--- src/rtl/mrr_pkg.sv ---
package mrr_pkg;
    typedef enum logic [1:0] {
        DEST_DRAM    = 2'd0,
        DEST_LINK    = 2'd1,
        DEST_INVALID = 2'd2
    } dest_e;

    typedef enum logic [1:0] {
        SRC_CPU  = 2'd0,
        SRC_PCIE = 2'd1,
        SRC_LINK = 2'd2,
        SRC_GFX  = 2'd3
    } src_e;
endpackage

--- src/rtl/mrr_tseg_window.sv ---
module mrr_tseg_window #(
    parameter int AW = 36
) (
    input  logic          clk,
    input  logic          rst_n,
    input  logic          cfg_load,
    input  logic [AW-1:0] tolud,
    input  logic [AW-1:0] dsm_size,
    input  logic [AW-1:0] gsm_size,
    input  logic [AW-1:0] tseg_size,
    output logic [AW-1:0] win_base,
    output logic [AW-1:0] win_limit
);
    typedef struct packed {
        logic [AW-1:0] base;
        logic [AW-1:0] limit;
    } win_t;

    win_t win_d, win_q;

    always_comb begin
        win_d = win_q;
        if (cfg_load) begin
            win_d.limit = tolud - dsm_size - gsm_size;
            win_d.base  = win_d.limit - tseg_size;
        end
    end

    always_ff @(posedge clk) begin
        if (!rst_n) win_q <= '0;
        else        win_q <= win_d;
    end

    assign win_base  = win_q.base;
    assign win_limit = win_q.limit;

    // Window is held between load strobes
    assert_window_hold_R2: assert property (@(posedge clk) disable iff (!rst_n)
        !cfg_load |=> $stable(win_q));

    // Window span after a load equals the TSEG size input
    assert_window_span_R2: assert property (@(posedge clk) disable iff (!rst_n)
        cfg_load |=> (win_limit - win_base) == $past(tseg_size));
endmodule

--- src/rtl/mrr_range_hit.sv ---
module mrr_range_hit #(
    parameter int AW = 36
) (
    input  logic          en,
    input  logic [AW-1:0] addr,
    input  logic [AW-1:0] lo,
    input  logic [AW-1:0] hi,
    output logic          hit
);
    always_comb begin
        hit = en && (addr >= lo) && (addr < hi);
    end
endmodule

--- src/rtl/mrr_route_stage.sv ---
module mrr_route_stage
    import mrr_pkg::*;
#(
    parameter int          AW         = 36,
    parameter int          BE_W       = 8,
    parameter logic [AW-1:0] DUMMY_ADDR = 36'h0_000C_0000
) (
    input  logic            clk,
    input  logic            rst_n,
    input  logic            req_valid,
    input  logic [AW-1:0]   req_addr,
    input  logic            req_write,
    input  logic [BE_W-1:0] req_be,
    input  src_e            req_src,
    input  logic            req_gfx_xlat,
    input  logic            req_smm,
    input  logic            req_wb,
    input  logic            hole_en,
    input  logic            ext_smram_en,
    input  logic            hit_tseg,
    input  logic            hit_hole,
    output logic            out_valid,
    output dest_e           out_dest,
    output logic [AW-1:0]   out_addr,
    output logic [BE_W-1:0] out_be
);
    typedef struct packed {
        logic            valid;
        dest_e           dest;
        logic [AW-1:0]   addr;
        logic [BE_W-1:0] be;
        src_e            src;
        logic            wr;
    } stage_t;

    stage_t st_d, st_q;

    always_comb begin
        st_d = st_q;
        st_d.valid = 1'b0;
        if (req_valid) begin
            st_d.valid = 1'b1;
            st_d.src   = req_src;
            st_d.wr    = req_write;
            st_d.addr  = req_addr;
            st_d.be    = req_be;
            st_d.dest  = DEST_DRAM;
            if (hit_tseg) begin
                if (req_src == SRC_CPU) begin
                    if (ext_smram_en && (!req_smm || !req_wb))
                        st_d.dest = DEST_INVALID;
                end else begin
                    st_d.dest = DEST_INVALID;
                    st_d.addr = DUMMY_ADDR;
                    if (req_write) st_d.be = '0;
                end
            end else if (hit_hole) begin
                if (!req_gfx_xlat && hole_en) st_d.dest = DEST_LINK;
            end
        end
    end

    always_ff @(posedge clk) begin
        if (!rst_n) st_q <= '0;
        else        st_q <= st_d;
    end

    assign out_valid = st_q.valid;
    assign out_dest  = st_q.dest;
    assign out_addr  = st_q.addr;
    assign out_be    = st_q.be;

    // One-cycle latency of the request
    assert_latency_R1: assert property (@(posedge clk) disable iff (!rst_n)
        req_valid |=> out_valid);

    // Processor addresses are never rewritten
    assert_cpu_addr_kept_R6: assert property (@(posedge clk) disable iff (!rst_n)
        (req_valid && req_src == SRC_CPU) |=> out_addr == $past(req_addr));

    // Legacy link only reached from the hole
    assert_link_only_hole_R3: assert property (@(posedge clk) disable iff (!rst_n)
        (req_valid && !hit_hole) |=> out_dest != DEST_LINK);

    // Blocked non-processor cycles are turned into the dummy access
    assert_dummy_cycle_R8: assert property (@(posedge clk) disable iff (!rst_n)
        (out_valid && out_dest == DEST_INVALID && st_q.src != SRC_CPU) |->
            (out_addr == DUMMY_ADDR) && (!st_q.wr || out_be == '0));

    // TSEG hits from non-processor requesters never reach DRAM or the link
    assert_tseg_blocks_R10: assert property (@(posedge clk) disable iff (!rst_n)
        (req_valid && hit_tseg && req_src != SRC_CPU) |=> out_dest == DEST_INVALID);
endmodule

--- src/rtl/mem_req_router.sv ---
module mem_req_router
    import mrr_pkg::*;
#(
    parameter int AW        = 36,
    parameter int BE_W      = 8,
    parameter logic [AW-1:0] HOLE_BASE  = 36'h0_00F0_0000,
    parameter logic [AW-1:0] HOLE_LIMIT = 36'h0_0100_0000,
    parameter logic [AW-1:0] DUMMY_ADDR = 36'h0_000C_0000
) (
    input  logic            clk,
    input  logic            rst_n,
    input  logic            cfg_load,
    input  logic [AW-1:0]   cfg_tolud,
    input  logic [AW-1:0]   cfg_dsm_size,
    input  logic [AW-1:0]   cfg_gsm_size,
    input  logic [AW-1:0]   cfg_tseg_size,
    input  logic            cfg_tseg_en,
    input  logic            cfg_ext_smram_en,
    input  logic            cfg_hole_en,
    input  logic            req_valid,
    input  logic [AW-1:0]   req_addr,
    input  logic            req_write,
    input  logic [BE_W-1:0] req_be,
    input  logic [1:0]      req_src,
    input  logic            req_gfx_xlat,
    input  logic            req_smm,
    input  logic            req_wb,
    output logic            out_valid,
    output logic [1:0]      out_dest,
    output logic [AW-1:0]   out_addr,
    output logic [BE_W-1:0] out_be,
    output logic            out_invalid
);
    localparam int N_WIN = 2;
    localparam int W_TSEG = 0;
    localparam int W_HOLE = 1;

    logic [AW-1:0] tseg_base, tseg_limit;
    logic [AW-1:0] win_lo [N_WIN];
    logic [AW-1:0] win_hi [N_WIN];
    logic          win_en [N_WIN];
    logic          win_hit [N_WIN];
    dest_e         dest_w;

    mrr_tseg_window #(.AW(AW)) u_window (
        .clk       (clk),
        .rst_n     (rst_n),
        .cfg_load  (cfg_load),
        .tolud     (cfg_tolud),
        .dsm_size  (cfg_dsm_size),
        .gsm_size  (cfg_gsm_size),
        .tseg_size (cfg_tseg_size),
        .win_base  (tseg_base),
        .win_limit (tseg_limit)
    );

    always_comb begin
        win_lo[W_TSEG] = tseg_base;
        win_hi[W_TSEG] = tseg_limit;
        win_en[W_TSEG] = cfg_tseg_en;
        win_lo[W_HOLE] = HOLE_BASE;
        win_hi[W_HOLE] = HOLE_LIMIT;
        win_en[W_HOLE] = 1'b1;
    end

    for (genvar gi = 0; gi < N_WIN; gi++) begin : g_win
        mrr_range_hit #(.AW(AW)) u_hit (
            .en   (win_en[gi]),
            .addr (req_addr),
            .lo   (win_lo[gi]),
            .hi   (win_hi[gi]),
            .hit  (win_hit[gi])
        );
    end

    mrr_route_stage #(.AW(AW), .BE_W(BE_W), .DUMMY_ADDR(DUMMY_ADDR)) u_route (
        .clk          (clk),
        .rst_n        (rst_n),
        .req_valid    (req_valid),
        .req_addr     (req_addr),
        .req_write    (req_write),
        .req_be       (req_be),
        .req_src      (src_e'(req_src)),
        .req_gfx_xlat (req_gfx_xlat),
        .req_smm      (req_smm),
        .req_wb       (req_wb),
        .hole_en      (cfg_hole_en),
        .ext_smram_en (cfg_ext_smram_en),
        .hit_tseg     (win_hit[W_TSEG]),
        .hit_hole     (win_hit[W_HOLE]),
        .out_valid    (out_valid),
        .out_dest     (dest_w),
        .out_addr     (out_addr),
        .out_be       (out_be)
    );

    assign out_dest    = dest_w;
    assign out_invalid = (dest_w == DEST_INVALID);

    // Invalid flag never accompanies a DRAM or link destination
    assert_flag_dest_R1: assert property (@(posedge clk) disable iff (!rst_n)
        out_invalid |-> out_dest == 2'd2);

    // With TSEG disabled nothing is blocked
    assert_no_block_when_off_R9: assert property (@(posedge clk) disable iff (!rst_n)
        (req_valid && !cfg_tseg_en) |=> !out_invalid);
endmodule

--- config.mk ---
export PLATFORM = sky130hd
export DESIGN_NAME = mem_req_router
export DESIGN_NICKNAME = d
export VERILOG_FILES = /design/src/rtl/mrr_pkg.sv /design/src/rtl/mrr_tseg_window.sv /design/src/rtl/mrr_range_hit.sv /design/src/rtl/mrr_route_stage.sv /design/src/rtl/mem_req_router.sv
export SDC_FILE = /design/constraint.sdc
export NUM_CORES = 1
export LEC_CHECK = 0
export CORE_MARGIN = 5
export CORE_UTILIZATION = 56
export CTS_CLUSTER_SIZE = 16
export DETAILED_ROUTE_END_ITERATION = 10
export PLACE_DENSITY = 0.88
export SLEW_MARGIN = 20
export SYNTH_ARGS = -nofsm -noshare
export SYNTH_HDL_FRONTEND = slang
export SYNTH_SLANG_ARGS = --single-unit
--- constraint.sdc ---
create_clock -name clk -period 10.7 [get_ports clk]
set_input_delay 1.07 -clock clk [delete_from_list [all_inputs] [get_ports clk]]
set_output_delay 1.07 -clock clk [all_outputs]
set_load 0.1 [all_outputs]
==> summary.md, run 1 <==
| Metric | Value |
|---|---|
| Die Y-Extent | `147 um` |
| Logic gate share of total power | `57.8%` |
| Reg2reg setup slack | `7240 ps` |
| Rel. slew slack | `a little under a third` |
| Die area | `roughly 22000 um^2` |
| Final setup violation count | `0` |
| Most area-consuming cells after synthesis | `dfxtp_1 (23%), ha_1 (17%), inv_1 (7.0%)` |
| Detailed-route DRC error count | `0` |
| Synth warn | `0` |
| CTS Root Cell | `clkbuf_16` |
| CTS Hold Bufs | `0` |
| CP Launch Type | `primary input` |
| Hold Crit Class | `register to register` |
| Outcome | `finished clean` |
| Placed cell areas | `about 13000 um^2` |
| Post-Synthesis Cells | `about 1200` |
| First-pass GRT wire length | `about 45000 um` |
| Ports | `approximately 250` |
| R2R Path Start | `u_window.win_limit[13]` |
| Buffers on Ports | `approximately 250` |
| Vias in the first global route | `9500` |
| Initial core utilization | `56.4%` |
| ANT nets after route | `0` |
| Final Cycle Share | `roughly two thirds` |
| Async S/R FF share, synth | `0%` |
| Worst ir drop on vdd | `between 0.09 and 0.1 mV` |
| WHS Path Cells | `1` |
| H-tree Lvls | `4` |
| Clk network pwr share | `just under 20%` |
| Clock sink count | `119` |
| Worst Clk Skew | `about 8 ps` |
| Int Power | `between 1.5 and 2 mW` |
| Total setup buffers inserted after CTS | `0` |
| 1st-pass router iterations | `5` |
| CTS tree | `done` |
| Syn nets | `1600` |
| Vias per inst | `about 5.6` |
| Crit Path Max Fanout | `6` |
| Static Leakage | `6.36 nW` |
| Critical path class | `primary input to register` |
| # diodes | `0` |
| Initial antenna violation count | `0` |
| Layout area overhead | `30.6%` |
| Core ar. | `about 19000 um^2` |
| Final Wtd Congestion | `~0.93` |
| Die Span X | `about 150 um` |
| Post-synth top area share | `a little under a quarter` |
| Worst-Skew Late Latency | `roughly 420 ps` |
| Grt total ovfl | `0` |
| CTS clk-pin slew, worst paths | `around 50 ps` |
| Synth Area in Simple Gates | `roughly 13%` |
| Net Sw Power | `~1.1 mW` |
| Via count | `between 9000 and 10000` |
| Max Root-Sink Buffers | `2` |
| Critical Path Source | `cfg_dsm_size[0]` |
| Sequential Power Share | `roughly 23%` |
| Xor and xnor fraction of the mapped netlist area | `about 5.7%` |
| Multiplexer area fraction after synthesis | `around 5.5%` |
| Final instance area | `roughly 14000 um^2` |
| Dpl hpwl | `approximately 23000 um` |
| Cts bufs inserted | `17` |
| CP Capture Type | `register` |
| Main combinational cell family by area after synthesis | `adder cells` |
| WL final | `approximately 28000 um` |
| Most frequent cell after synthesis | `inv_1` |
| Slew Limit Fails | `0` |
| Worst-Margin Slew | `1040 ps` |
| Fmax achieved | `approximately 140 MHz` |
| Row cnt | `50` |
| Adder-cell share of the synthesized area | `roughly a quarter` |
| Routed len/inst | `between 15 and 20 um` |
| Final critical-path required period | `slightly below 7000 ps` |
| Post-synth top cells | `inv_1 (195), ha_1 (143), dfxtp_1 (119)` |
| Final hold viol count | `0` |
| Number of gates resized after CTS | `0` |
| Post-synthesis cell type count | `58` |
| EDFF count, synth | `0` |
| Largest net degree at the start of global routing | `80` |
| Pwr/cell area | `slightly below 200 nW/um^2` |
| Register area share after synthesis | `~23%` |
| Post-synth top flop | `dfxtp_1` |
| Initial DRC Count | `approximately 560` |
| Reg2Reg Depth | `14` |
| Setup TNS | `0 ps` |
| Unrepaired setup endpoints after global routing | `no` |
| #FFs+latches synth | `approximately 120` |
| RR Endpoint | `u_route.out_addr[1]` |
| Layout cells sized above 1 | `around 3.1%` |
| Gr usage total | `about a quarter` |
| Final net count | `1836` |
| Max_cap viols | `0` |
| Syn_area_per_cell | `8.59 um^2` |
| Crit path DAT | `around 7300 ps` |
| Syn Std Cell Area | `10500 um^2` |
| Compound-Gate Fraction of Synth Area | `21.0%` |
| Worst setup endpoint | `u_window.win_base[35]` |
| Critical Path RT | `~11000 ps` |
| Net Sw Frac | `a little over two fifths` |
| Yosys top cell by area | `dfxtp_1` |
[worst min-delay path by stage]
stage,slack (ps),end,start
2_1_floorplan,450,u_window.win_limit[0],u_window.win_limit[0]
3_3_place_gp,460,u_window.win_limit[0],u_window.win_limit[0]
3_5_place_dp,460,u_route.out_be[1],u_route.out_be[1]
4_1_cts,480,u_route.out_addr[35],u_route.out_addr[35]
5_1_grt,490,u_route.out_addr[35],u_route.out_addr[35]
6_report,480,u_route.out_be[7],u_route.out_be[7]
[critical path, cell delays in order]
cell and delay, ps:
clkdlybuf4s50_1 450, inv_1 50, fa_1 470, inv_1 80
ha_1 170, nor2_1 60, fa_1 400, nor2b_1 140
o21ai_1 80, a21oi_1 320, o2111ai_1 250, a211oi_1 490
o21ai_0 240, o21bai_1 210, xor2_1 200, ha_1 330
a211o_1 320, a2111oi_0 430, o21bai_2 250, nor3b_1 100
o21ai_2 80, a31oi_1 150, a221o_1 340, a21oi_2 150
xnor2_1 80, or3_1 310, nand3_1 70
[metal layers]
layer	track usage, %	up-vias	wire (um)	share of wire (%)
li1	-	4707	-	-
met1	32.7	4465	12500	45
met2	43.1	311	13300	48
met3	4.23	45	1610	5.8
met4	8.04	0	560	2.0
met5	0	-	0	0
[power by group through the flow]
stage                     Sequential [mW]  Clock, mW  Combinational (mW)
after global placement              0.603          0                1.46
final                               0.602      0.524                1.54
after floorplan                     0.681          0                1.05
after detailed placement            0.607          0                1.51
after global routing                0.611      0.550                1.71
after CTS                           0.600      0.530                1.53
[cells in the final DEF (no fill, tap or decap), types with 6 or more instances in the layout]
cell	instances
a21o_1	61
clkdlybuf4s50_1	246
nor2_1	32
xor2_1	27
nor3_1	15
o21ai_1	15
a211oi_1	6
nor2b_1	74
a21oi_1	81
dfxtp_1	119
fa_1	36
o21a_1	15
o211ai_1	8
nand2_1	43
o21bai_1	8
nand3b_1	6
mux2i_1	57
o21ai_0	35
nand2b_1	8
a31oi_1	7
a22o_1	45
xnor2_1	41
and3_1	8
clkbuf_16	17
ha_1	143
nand4_1	18
inv_1	195
nand3_1	13
[flip-flops by register name, summed over array words and instances (netlist names)]
signal / flops
u_window.win_limit: 36
u_window.win_base: 36
u_route.out_dest: 2
u_route.out_be: 8
u_route.out_valid: 1
u_route.out_addr: 36
[final cells by class]
cell class	count	area [um^2]
clock inverter	5	50.0
inverter	195	732
sequential	119	2380
multi-input combinational	872	7250
timing repair buffer	251	2500
tap	234	293
clock buffer	22	484
fill	1330	4890
[cells by family after synthesis]
group	Yosys count
xor gates and xnor gates	68
AOI/OAI and AO/OA	321
adders and majority gates	179
muxes	58
buffers and inverters	229
DFF	119
and+or+nand+nor	246
[through the flow]
step / util (%) / std cells / worst slack, ps / total power [mW] / hold WS, ps
after detailed placement: 70.8 / 1671 / 3400 / 2.12 / 464
after global routing: 73.7 / 1698 / 3360 / 2.87 / 488
after global placement: 70.8 / 1671 / 3590 / 2.07 / 459
after CTS: 73.7 / 1698 / 3800 / 2.66 / 478
after floorplan: - / 1220 / 4750 / 1.74 / 449
final: 73.7 / 1698 / 3760 / 2.67 / 475
Note: power is estimated with default switching activity, not from simulation.
==> inputs of run 2 (changes only) <==
- CORE_UTILIZATION: 56 -> 52
- PLACE_DENSITY: 0.88 -> 0.83
- clock period: 10.7 -> 7.1 ns (I/O delays scaled with it)
==> run 2 against run 1 <==
Final cell count grew 2.1%; core utilization shrank 5.3 points; routed wire length fell by 0.22%; clock power increased by 41%; register-to-register slack worse by 3700 ps; sequential power grew 50%; sequential share of layout area barely moved; global-route usage down 1.6 points; critical endpoint unchanged; largest power group unchanged.
==> summary.md, run 2 (synthesized netlist as in run 1, its figures left out) <==
| Metric | Value |
|---|---|
| Largest net degree at the start of global routing | `80 (unchanged)` |
| Outcome | `finished clean` |
| Setup TNS | `0 ps (unchanged)` |
| Final critical-path required period | `about 6600 ps` |
| Critical Path Source | `cfg_dsm_size[0]` |
| 1st-pass router iterations | `5 (unchanged)` |
| Buffers on Ports | `248 (unchanged)` |
| Worst-Skew Late Latency | `420 ps (about the same)` |
| Final hold viol count | `0 (unchanged)` |
| Critical Path Slowest Stage Cell | `a211oi_1` |
| Post-layout power | `3.96 mW (+48%)` |
| Number of gates resized after CTS | `0 (unchanged)` |
| R2R Path Start | `u_window.win_limit[13]` |
| Grt met3 use | `4.95% (+0.72 points)` |
| Crit Path Max Fanout | `6 (unchanged)` |
| Utilization after layout | `68.4% (-5.3 points)` |
| Detailed-route DRC error count | `0 (unchanged)` |
| Initial antenna violation count | `0 (unchanged)` |
| Crit-path max cell delay | `500 ps (about the same)` |
| Reg2Reg Depth | `14 (unchanged)` |
| Met2 Use GR | `39.2% (-3.9 points)` |
| Fill count | `1627 (+22%)` |
| Vias in the first global route | `9399 (-1.1%)` |
| Initial core utilization | `52.3% (-4.1 points)` |
| ANT nets after route | `0 (unchanged)` |
| Via count | `9411 (-1.2%)` |
| Tightest hold margin | `472 ps (-2.93 ps)` |
| GR Layer Usage met1 | `31.1% (-1.6 points)` |
| Worst setup margin | `523 ps (-3240 ps)` |
| Reg2reg setup slack | `3500 ps (-3740 ps)` |
| Ports | `249 (unchanged)` |
| GRT Max-Usage Layer | `met2` |
| Most common cell after layout, fill and taps aside | `clkdlybuf4s50_1` |
| Dpl ws | `153 ps (-3250 ps)` |
| Rel. slew slack | `31.4% (+0.83 points)` |
| CP Launch Type | `primary input` |
| Core ar. | `20000 um^2 (+7.9%)` |
| Most frequent cells in the layout | `clkdlybuf4s50_1 (246), inv_1 (195), ha_1 (143), dfxtp_1 (119), a21oi_1 (81)` |
| Crit path DAT | `6930 ps (-360 ps)` |
| Worst-Margin Slew | `1030 ps (-12.5 ps)` |
| Gr usage total | `23.6% (-1.6 points)` |
| CTS Hold Bufs | `0 (unchanged)` |
| Die Y-Extent | `152 um (+3.5%)` |
| Final instance area | `13700 um^2 (about the same)` |
| Critical path class | `primary input to register` |
| Row cnt | `52 (+4.0%)` |
| Final net count | `1836 (unchanged)` |
| Placed cells | `1707 (+2.2%)` |
| Final Wtd Congestion | `0.908 (-2.2%)` |
| RR Endpoint | `u_route.out_addr[12]` |
| Worst min-delay path endpoint | `u_route.out_addr[27]` |
| Initial DRC Count | `527 (-5.4%)` |
| Placed cell areas | `13200 um^2 (+0.34%)` |
| Layout area overhead | `30.7% (about the same)` |
| Worst ir drop on vdd | `0.183 mV (+94%)` |
| Pwr/cell area | `289 nW/um^2 (+48%)` |
| CTS tree | `done` |
| Vias per inst | `5.43 (-3.3%)` |
| Critical Path RT | `7460 ps (-3600 ps)` |
| Total setup buffers inserted after CTS | `0 (unchanged)` |
| WHS Path Cells | `1 (unchanged)` |
| CTS clk-pin slew, worst paths | `50 ps (about the same)` |
| Cts bufs inserted | `17 (unchanged)` |
| Max_cap viols | `0 (unchanged)` |
| Grt total ovfl | `0 (unchanged)` |
| Dpl hpwl | `22900 um (+0.41%)` |
| Worst Clk Skew | `7.02 ps (-0.938 ps)` |
| Hold Crit Class | `register to register` |
| WL final | `27800 um (-0.22%)` |
| Layout cells sized above 1 | `3.07% (unchanged)` |
| Die area | `23100 um^2 (+7.2%)` |
| Unrepaired setup endpoints after global routing | `no` |
| Max Root-Sink Buffers | `2 (unchanged)` |
| Static Leakage | `6.35 nW (-0.21%)` |
| H-tree Lvls | `4 (unchanged)` |
| Register area | `2380 um^2 (unchanged)` |
| # diodes | `0 (unchanged)` |
| Multi-input gate area | `7250 um^2 (unchanged)` |
| Final Cycle Share | `92.6%` |
| CP Capture Type | `register` |
| Die Span X | `152 um (+3.5%)` |
| HP Start | `u_route.out_addr[27]` |
| CTS Root Cell | `clkbuf_16` |
| Routed len/inst | `16.1 um (-2.3%)` |
| Fmax achieved | `between 150 and 200 MHz` |
| Finished Layout Cells | `1734 (+2.1%)` |
| Slew Limit Fails | `0 (unchanged)` |
| First-pass GRT wire length | `45800 um (+1.3%)` |
| Final setup violation count | `0 (unchanged)` |
| Clock sink count | `119 (unchanged)` |
## run 2: changes by cell type in the layout (fill, tap and decap cells not counted), sizes merged
| cell | before | now |
|---|---|---|
| bufinv | 1 | 0 |
| clkbuf | 22 | 21 |
| clkinv | 4 | 6 |
## run 2: worst max path at each step
stage                       endpoint  slack [ps]  cells past startpoint
3_5_place_dp   u_window.win_base[35]         150                     27
6_report       u_window.win_base[35]         520                     27
5_1_grt        u_window.win_base[35]          30                     27
4_1_cts        u_window.win_base[35]         560                     27
2_1_floorplan  u_window.win_base[35]        1510                     26
3_3_place_gp   u_window.win_base[35]         300                     27
## run 2: cell type report
class / count / share of cell area, %
Multi-Input combinational cell: 872 / 52.9
Timing Repair Buffer: 251 / 18.2
Sequential cell: 119 / 17.4
Inverter: 195 / 5.34
Clock buffer: 21 / 3.43
Tap cell: 270 / 2.47
Clock inverter: 6 / 0.219
## run 2: routing by layer
metal	vias to the layer above	routed length, um
met3	54	1820
li1	4712	-
met4	0	564
met2	321	12800
met1	4324	12600
met5	-	0
## run 2: report_power, final
group          internal (mW)  switching, mW
Combinational           1.01           1.30
Sequential             0.819         0.0851
Clock                  0.457          0.279
## run 2: critical path: cells and delay by family
kind,cells,cell delay [ps]
XOR/XNOR,2,300
adder cells (fa/ha/maj),4,1360
AO/OA/AOI/OAI,13,3340
AND/OR/NAND/NOR,5,670
buffers and inverters,3,570
==> inputs of run 3 (changes only) <==
- TNS_END_PERCENT: default -> 100
==> results of run 3 <==
Final layout, timing and power as in run 2 (identical DEF).
